===== config.mk =====
export PLATFORM = sky130hd
export DESIGN_NAME = estat_gen
export DESIGN_NICKNAME = d
export VERILOG_FILES = /design/src/rtl/estat_pkg.sv /design/src/rtl/estat_phase.sv /design/src/rtl/estat_toggle.sv /design/src/rtl/estat_gen.sv
export SDC_FILE = /design/constraint.sdc
export NUM_CORES = 1
export LEC_CHECK = 0
export BUFFER_PORTS_ARGS = -buffer_cell sky130_fd_sc_hd__buf_4
export CAP_MARGIN = 0
export CORE_MARGIN = 8
export CORE_UTILIZATION = 56
export DETAILED_ROUTE_END_ITERATION = 8
export HOLD_SLACK_MARGIN = 0.05
export MAX_ROUTING_LAYER = met4
export PLACE_DENSITY = 0.84
export SETUP_SLACK_MARGIN = 0.05
export SKIP_LAST_GASP = 1
export SLEW_MARGIN = 10
export SYNTH_ARGS = -nofsm -noshare
export SYNTH_HDL_FRONTEND = slang
export SYNTH_SLANG_ARGS = --single-unit
export TNS_END_PERCENT = 50

===== constraint.sdc =====
create_clock -name clk -period 5.6 [get_ports clk]
set_input_delay 1.12 -clock clk [delete_from_list [all_inputs] [get_ports clk]]
set_output_delay 1.12 -clock clk [all_outputs]
set_load 0.01 [all_outputs]

===== src/rtl/estat_pkg.sv =====
package estat_pkg;

  typedef enum logic [1:0] {
    OP_PROG = 2'b00,
    OP_SECT = 2'b01,
    OP_CHIP = 2'b10
  } op_kind_e;

  typedef enum logic [1:0] {
    PH_IDLE = 2'b00,
    PH_RUN  = 2'b01,
    PH_PROT = 2'b10,
    PH_FAIL = 2'b11
  } phase_e;

  // Assemble a status byte; bits 4,3,1,0 are always zero.
  function automatic logic [7:0] pack_status(input logic poll, input logic tgl,
                                             input logic err, input logic tgl2);
    return {poll, tgl, err, 2'b00, tgl2, 2'b00};
  endfunction

  // True when a read sector falls inside the set selected for erase.
  function automatic logic sector_hit(input op_kind_e kind, input logic [7:0] sel,
                                      input logic [7:0] rd);
    case (kind)
      OP_CHIP: return 1'b1;
      OP_SECT: return sel == rd;
      default: return 1'b0;
    endcase
  endfunction

  // Polling bit: inverted data bit for program, 0 while erasing, 1 when suspended.
  function automatic logic poll_bit(input op_kind_e kind, input logic data7,
                                    input logic susp);
    if (kind == OP_PROG) return ~data7;
    return susp;
  endfunction

endpackage


===== src/rtl/estat_phase.sv =====
module estat_phase
  import estat_pkg::*;
#(
  parameter int SECT_W    = 3,
  parameter int PROG_WIN  = 100,
  parameter int ERASE_WIN = 5000,
  localparam int MAXW  = (PROG_WIN > ERASE_WIN) ? PROG_WIN : ERASE_WIN,
  localparam int CNT_W = $clog2(MAXW + 1)
) (
  input  logic              clk,
  input  logic              rst_n,
  input  logic              start_i,
  input  op_kind_e          kind_i,
  input  logic              prot_i,
  input  logic              data7_i,
  input  logic [SECT_W-1:0] sector_i,
  input  logic              done_i,
  input  logic              suspend_i,
  input  logic              limit_i,
  input  logic              reset_cmd_i,
  output phase_e            phase_o,
  output op_kind_e          kind_o,
  output logic              data7_o,
  output logic [SECT_W-1:0] sector_o,
  output logic [CNT_W-1:0]  cnt_o,
  output logic              accept_o,
  output logic              susp_o
);

  phase_e            phase_q;
  op_kind_e          kind_q;
  logic              data7_q;
  logic [SECT_W-1:0] sector_q;
  logic [CNT_W-1:0]  cnt_q;

  assign accept_o = start_i && (phase_q == PH_IDLE);
  assign susp_o   = (phase_q == PH_RUN) && (kind_q == OP_SECT) && suspend_i;

  always_ff @(posedge clk or negedge rst_n) begin
    if (!rst_n) begin
      phase_q  <= PH_IDLE;
      kind_q   <= OP_PROG;
      data7_q  <= 1'b0;
      sector_q <= '0;
      cnt_q    <= '0;
    end else begin
      case (phase_q)
        PH_IDLE: if (start_i) begin
          kind_q   <= kind_i;
          data7_q  <= data7_i;
          sector_q <= sector_i;
          if (prot_i) begin
            phase_q <= PH_PROT;
            cnt_q   <= (kind_i == OP_PROG) ? CNT_W'(PROG_WIN - 1) : CNT_W'(ERASE_WIN - 1);
          end else begin
            phase_q <= PH_RUN;
          end
        end
        PH_RUN: begin
          if (limit_i)                   phase_q <= PH_FAIL;
          else if (done_i && !susp_o)    phase_q <= PH_IDLE;
        end
        PH_PROT: begin
          if (cnt_q == '0) phase_q <= PH_IDLE;
          else             cnt_q   <= cnt_q - 1'b1;
        end
        default: if (reset_cmd_i) phase_q <= PH_IDLE;
      endcase
    end
  end

  assign phase_o  = phase_q;
  assign kind_o   = kind_q;
  assign data7_o  = data7_q;
  assign sector_o = sector_q;
  assign cnt_o    = cnt_q;

endmodule


===== src/rtl/estat_toggle.sv =====
module estat_toggle #(
  parameter int LANES = 2
) (
  input  logic             clk,
  input  logic             rst_n,
  input  logic             clear_i,
  input  logic             rd_i,
  input  logic [LANES-1:0] en_i,
  output logic [LANES-1:0] q_o
);

  for (genvar g = 0; g < LANES; g++) begin : g_lane
    logic bit_q;
    always_ff @(posedge clk or negedge rst_n) begin
      if (!rst_n)              bit_q <= 1'b0;
      else if (clear_i)        bit_q <= 1'b0;
      else if (rd_i && en_i[g]) bit_q <= ~bit_q;
    end
    assign q_o[g] = bit_q;
  end

endmodule


===== src/rtl/estat_gen.sv =====
module estat_gen
  import estat_pkg::*;
#(
  parameter int SECT_W    = 3,
  parameter int PROG_WIN  = 100,
  parameter int ERASE_WIN = 5000,
  localparam int MAXW  = (PROG_WIN > ERASE_WIN) ? PROG_WIN : ERASE_WIN,
  localparam int CNT_W = $clog2(MAXW + 1)
) (
  input  logic              clk,
  input  logic              rst_n,
  input  logic              start_i,
  input  logic [1:0]        kind_i,
  input  logic              prot_i,
  input  logic [7:0]        prog_data_i,
  input  logic [SECT_W-1:0] erase_sector_i,
  input  logic              done_i,
  input  logic              suspend_i,
  input  logic              limit_i,
  input  logic              reset_cmd_i,
  input  logic              rd_strobe_i,
  input  logic [SECT_W-1:0] rd_sector_i,
  input  logic [7:0]        array_data_i,
  output logic [7:0]        rd_data_o
);

  phase_e            phase;
  op_kind_e          kind;
  logic              data7;
  logic [SECT_W-1:0] sel_sector;
  logic [CNT_W-1:0]  cnt;
  logic              accept;
  logic              susp;
  logic              busy;
  logic              hit;
  logic              show_status;
  logic              err;
  logic              flip6_en;
  logic              flip2_en;
  logic              tog6;
  logic              tog2;
  logic [1:0]        tog_q;

  estat_phase #(
    .SECT_W(SECT_W), .PROG_WIN(PROG_WIN), .ERASE_WIN(ERASE_WIN)
  ) u_phase (
    .clk(clk), .rst_n(rst_n), .start_i(start_i), .kind_i(op_kind_e'(kind_i)),
    .prot_i(prot_i), .data7_i(prog_data_i[7]), .sector_i(erase_sector_i),
    .done_i(done_i), .suspend_i(suspend_i), .limit_i(limit_i),
    .reset_cmd_i(reset_cmd_i), .phase_o(phase), .kind_o(kind), .data7_o(data7),
    .sector_o(sel_sector), .cnt_o(cnt), .accept_o(accept), .susp_o(susp)
  );

  assign busy        = (phase != PH_IDLE);
  assign err         = (phase == PH_FAIL);
  assign hit         = sector_hit(kind, 8'(sel_sector), 8'(rd_sector_i));
  assign flip6_en    = busy && !susp;
  assign flip2_en    = busy && hit;
  assign show_status = busy && !(susp && !hit);

  estat_toggle #(.LANES(2)) u_toggle (
    .clk(clk), .rst_n(rst_n), .clear_i(accept), .rd_i(rd_strobe_i),
    .en_i({flip2_en, flip6_en}), .q_o(tog_q)
  );

  assign tog6 = tog_q[0];
  assign tog2 = tog_q[1];

  assign rd_data_o = show_status ? pack_status(poll_bit(kind, data7, susp), tog6, err, tog2)
                                 : array_data_i;

endmodule


Word level (Yosys, flattened, before mapping)
Index checks and enable logic that the tools add are counted.
{"block": "word_totals", "register_bits": 23, "output_inout_bits": 8, "word_cells": 68}
{"block": "op_classes", "n_eq_ne": 11, "add_sub_neg": 1, "bitwise": 3, "n_reduce_logical": 25, "n_mux": 21}
{"operator": "two-way mux 13 bit", "n": 4}
{"operator": "one-hot mux 13 bit (2 select lines)", "n": 1}
{"operator": "logical NOT 13 bit", "n": 1}
{"operator": "subtractor 13 x 1 -> 13 bit (second input constant)", "n": 1}
{"operator": "two-way mux 2 bit", "n": 6}
{"operator": "logical AND 1 bit", "n": 10}
{"operator": "two-way mux 8 bit", "n": 1}
{"operator": "AND reduction 4 bit", "n": 2}
{"operator": "nonzero test 2 bit", "n": 4}
{"operator": "two-way mux 1 bit", "n": 7}
{"operator": "equality test 2 bit (second input constant)", "n": 3}
{"operator": "logical NOT 2 bit", "n": 3}
{"operator": "!= test 2 bit (second input constant)", "n": 3}
{"operator": "one-hot mux 2 bit (3 select lines)", "n": 1}
{"operator": "equality test 2 x 1 -> 1 bit (second input constant)", "n": 2}
{"operator": "nonzero test 4 bit", "n": 1}
{"operator": "equality test 3 bit", "n": 1}
{"operator": "logical NOT 1 bit", "n": 3}
{"operator": "!= test 3 bit (second input constant)", "n": 1}
{"operator": "inverter 1 bit", "n": 3}
{"operator": "!= test 2 x 1 -> 1 bit (second input constant)", "n": 1}
{"operator": "one-hot mux 1 bit (2 select lines)", "n": 1}
{"operator": "AND reduction 2 bit", "n": 1}

Depth between registers and ports, before layout
{"block": "logic_depth", "word_depth": 8, "ltp_mapped": 6, "ltp_nobuf": 6}

Cells and area by module
From an unflattened synthesis, not the netlist that was laid out.
{"block": "unflattened", "cells_unflattened": 193, "hier_area_um2": 1776.7}
{"mod": "estat_phase", "seq_area_each_um2": 525.5, "n_inst": 1, "cells_each": 130, "area_each_um2": 1275.0}
{"mod": "estat_gen", "seq_area_each_um2": 0.0, "n_inst": 1, "cells_each": 53, "area_each_um2": 387.9}
{"mod": "estat_toggle", "seq_area_each_um2": 50.0, "n_inst": 1, "cells_each": 10, "area_each_um2": 113.9}

Least setup slack after synthesis
Ideal clock, no wire load.
{"block": "synth_timing", "kind": "in2out", "from": "input port rd_sector_i[1]", "to": "output port rd_data_o[2]", "required_time_ns": 4.480, "stages": 4, "n_path_buf": 0, "arrival_time_ns": 2.249, "path_slack_ns": 2.231, "cell_sequence": "xnor2_1 a41o_1 a211oi_2 mux2_2"}
{"block": "synth_between", "elab_chain_cells": 7}
{"element": "start, declared", "line": "estat_gen.sv:22", "source": "input logic [SECT_W-1:0] rd_sector_i,"}
{"element": "equality test 3 bit", "line": "estat_pkg.sv:27", "source": "OP_SECT: return sel == rd;"}
{"element": "one-hot mux 1 bit (2 select lines)", "line": "estat_pkg.sv:25", "source": "case (kind)"}
{"element": "logical NOT 1 bit", "line": "estat_gen.sv:59", "source": "assign show_status = busy && !(susp && !hit);"}
{"element": "logical AND 1 bit", "line": "estat_gen.sv:59"}
{"element": "logical NOT 1 bit", "line": "estat_gen.sv:59"}
{"element": "logical AND 1 bit", "line": "estat_gen.sv:59"}
{"element": "two-way mux 8 bit", "line": "estat_gen.sv:69", "source": "assign rd_data_o = show_status ? pack_status(poll_bit(kind, data7, susp), tog6, err, tog2)"}
{"element": "end, declared", "line": "estat_gen.sv:24", "source": "output logic [7:0] rd_data_o"}
Every way passes these cells.

Worst setup path after layout
Same ends and word-level chain as after synthesis.

==> flow_summary.json <==
{
  "relSlewSlack": 0.422,
  "critPathCaptureType": "output port",
  "path_delay_family": "compound AO/OA/AOI/OAI gates",
  "syn_nets": 193,
  "ys_warn_count": 0,
  "rsz0062_at_grt": "false",
  "antenna_found_initial": 0,
  "track_usage": 0.178,
  "grt_first_pass_wirelength_microns": 6180,
  "layout.nets": 226,
  "cpPeakStageDelay_ps": 480,
  "hpwl_microns": 2840,
  "powerDensity_mw_per_mm2": 502,
  "status": "completed",
  "power_frac_comb": 0.554,
  "grt_pass1_vias": 1321,
  "yosys-top-cells-count": "dfrtp_1 (23), nor2_1 (10), a31oi_1 (8), inv_1 (8)",
  "port_buffers": 33,
  "cts.clk_slew.worst_paths_ps": 120,
  "max_clock_freq_ghz": 0.265,
  "drt_iter0_drc": 55,
  "syn_area_sq_mm": 0.00153,
  "finalSetupTns_ps": 0,
  "crit_top_cell": "buf_4",
  "io_pins": 41,
  "worstSetupPathType": "primary input to output port",
  "crit_path_max_fanout": 8,
  "die-area_sq_mm": 0.00466,
  "critPathSlowestCell": "a211oi_2",
  "fillers": 206,
  "start_util": 0.570,
  "ys_top_cells_by_area": "dfrtp_1 (38%), mux2_2 (5.2%), ha_1 (4.1%), a31oi_1 (3.3%), nor2_1 (2.5%)",
  "p_sw_mw": 0.398,
  "cts.path.max_buffers": 2,
  "tightestPinTransition_ps": 864,
  "cts.sink_count": 23,
  "finalCriticalPeriod_ps": 3770,
  "synthArstFlopShare": 1.00,
  "path_buf_inv": 2,
  "cp-start-kind": "primary input",
  "p_seq_frac": 0.361,
  "cp.required_ps": 4480,
  "period_share": 0.674,
  "p_leak_nw": 0.841,
  "syn2layout_area_growth_pct": 19.2,
  "grt_max_degree": 24,
  "fp.dieH_microns": 68.3,
  "ys_ff_latch": 23,
  "clk_latency_ps": 320,
  "cts_max_level": 1,
  "vias": 1358,
  "dr.pass1.iters": 4,
  "synth_cell_type_count": 50,
  "whs_ps": 516,
  "post-synth-top-count-cell": "dfrtp_1",
  "worst_clock_skew_ps": 3.15,
  "pwr-share-clk": 0.086,
  "rows": 19,
  "postCtsResizedCells": 0,
  "drt-wirelength-per-cell_microns": 16.7,
  "die_w_microns": 68.3,
  "core_sq_mm": 0.00269,
  "num_antenna_cells": 0,
  "drive_above_1_share": 0.299,
  "wirelength_microns": 3650,
  "gr-total-overflow": 0,
  "synthCells": 155,
  "yosys_most_used_dff": "dfrtp_1",
  "setup_viol": 0,
  "root_buffer": "clkbuf_4",
  "hp-class": "flop to flop",
  "swShare": 0.435,
  "post-route-drc-count": 0,
  "viasPerCell": 6.23,
  "worstPathArrival_ps": 2650,
  "synth_top_area_frac": 0.376,
  "postSynthAreaPerCell_sq_um": 9.87,
  "peakVddDrop_mv": 0.359,
  "ant_nets": 0,
  "cts_buffers": 3,
  "slew_viol_final": 0,
  "gp_congestion": 0.896,
  "yosys.area.top_type": "dfrtp_1",
  "internal_power_mw": 0.518,
  "hold_viol_final": 0,
  "path_cells": "buf_4 -> xnor2_1 -> a41o_1 -> a211oi_2 -> mux2_2 -> buf_4",
  "cts_setup_buffers": 0,
  "maxCapViolations": 0,
  "cts_hold_buf": 0,
  "ys_seq_area_frac": 0.376,
  "cts_tree": "yes",
  "synth_edf_count": 0
}
-- flip-flops by register name, indices dropped and copies added, names as in the netlist --
signal / flops
u_phase.cnt_o: 13
u_phase.sector_o: 3
u_toggle.g_lane.bit_q: 2
u_phase.kind_o: 2
u_phase.phase_o: 2
u_phase.data7_o: 1
-- final timing paths --
| kind | endpoint | cells after the start | from | slack (ps) |
|---|---|---|---|---|
| min reg2reg | u_phase.data7_o$_DFFE_PN0P_ | 1 | u_phase.data7_o$_DFFE_PN0P_ | 520 |
| max in group asynchronous | u_phase.cnt_o[10]$_DFFE_PN0P_ | 1 | rst_n | 4700 |
| max | rd_data_o[2] | 6 | rd_sector_i[1] | 1830 |
| min | u_phase.data7_o$_DFFE_PN0P_ | 1 | u_phase.data7_o$_DFFE_PN0P_ | 520 |
| max reg2reg | u_phase.cnt_o[9]$_DFFE_PN0P_ | 4 | u_phase.phase_o[1]$_DFFE_PN0P_ | 3430 |
| min in group asynchronous | u_toggle.g_lane[0].bit_q$_DFFE_PN0P_ | 1 | rst_n | 670 |
-- through the flow --
stage | std cells | setup slack (ps) | utilization | total power [mW] | area, sq um
after floorplan | 155 | 2230 | - | 0.699 | 1530
after global placement | 214 | 1920 | 0.669 | 0.808 | 1800
after detailed placement | 214 | 1870 | 0.669 | 0.840 | 1800
after CTS | 218 | 1860 | 0.679 | 0.918 | 1820
after global routing | 218 | 1760 | 0.679 | 0.986 | 1820
final | 218 | 1830 | 0.679 | 0.916 | 1820
-- logic make-up after synthesis --
kind of cell / after synthesis / share of synthesized area
AOI/OAI and AO/OA: 41 / 0.197
xor gates and xnor gates: 4 / 0.0229
adders and majority gates: 5 / 0.0409
buffers and inverters: 14 / 0.0368
DFF: 23 / 0.376
muxes: 11 / 0.0859
and+or+nand+nor: 57 / 0.240
-- area by class of cell --
type	instances	area (sq um)	area share
flip-flops and latches	23	576	0.316
clock buffers	4	26.3	0.0144
repair buffers	34	255	0.140
multi-input cells	118	898	0.492
inverters	8	30.0	0.0165
well taps	31	38.8	0.0213
-- cells in the final DEF (no fill, tap or decap), types with 4 or more instances in the layout --
master | synthesis | routed
buf_4 | 0 | 34
dfrtp_1 | 23 | 23
nor2_1 | 10 | 10
inv_1 | 8 | 8
a31oi_1 | 8 | 8
mux2_2 | 7 | 7
nand2_1 | 7 | 7
o21ai_0 | 6 | 6
and2_1 | 5 | 5
nand3_1 | 5 | 5
ha_1 | 5 | 5
a21oi_1 | 4 | 4
nand2b_1 | 4 | 4
-- power by group through the flow --
stage | combinational, mW | sequential (mW) | clock [mW]
finish | 0.507 | 0.331 | 0.0783
detailed placement | 0.507 | 0.333 | 0
global placement | 0.480 | 0.328 | 0
global route | 0.554 | 0.344 | 0.0885
floorplan | 0.399 | 0.299 | 0
CTS | 0.507 | 0.330 | 0.0806
-- layer usage --
metal,global-route usage,vias up,wire length [microns]
li1,-,659,-
met1,0.205,663,1550
met2,0.295,32,1850
met3,0.0426,4,205
met4,0.0588,0,44
met5,-,-,0
(Power assumes the default switching activity.)
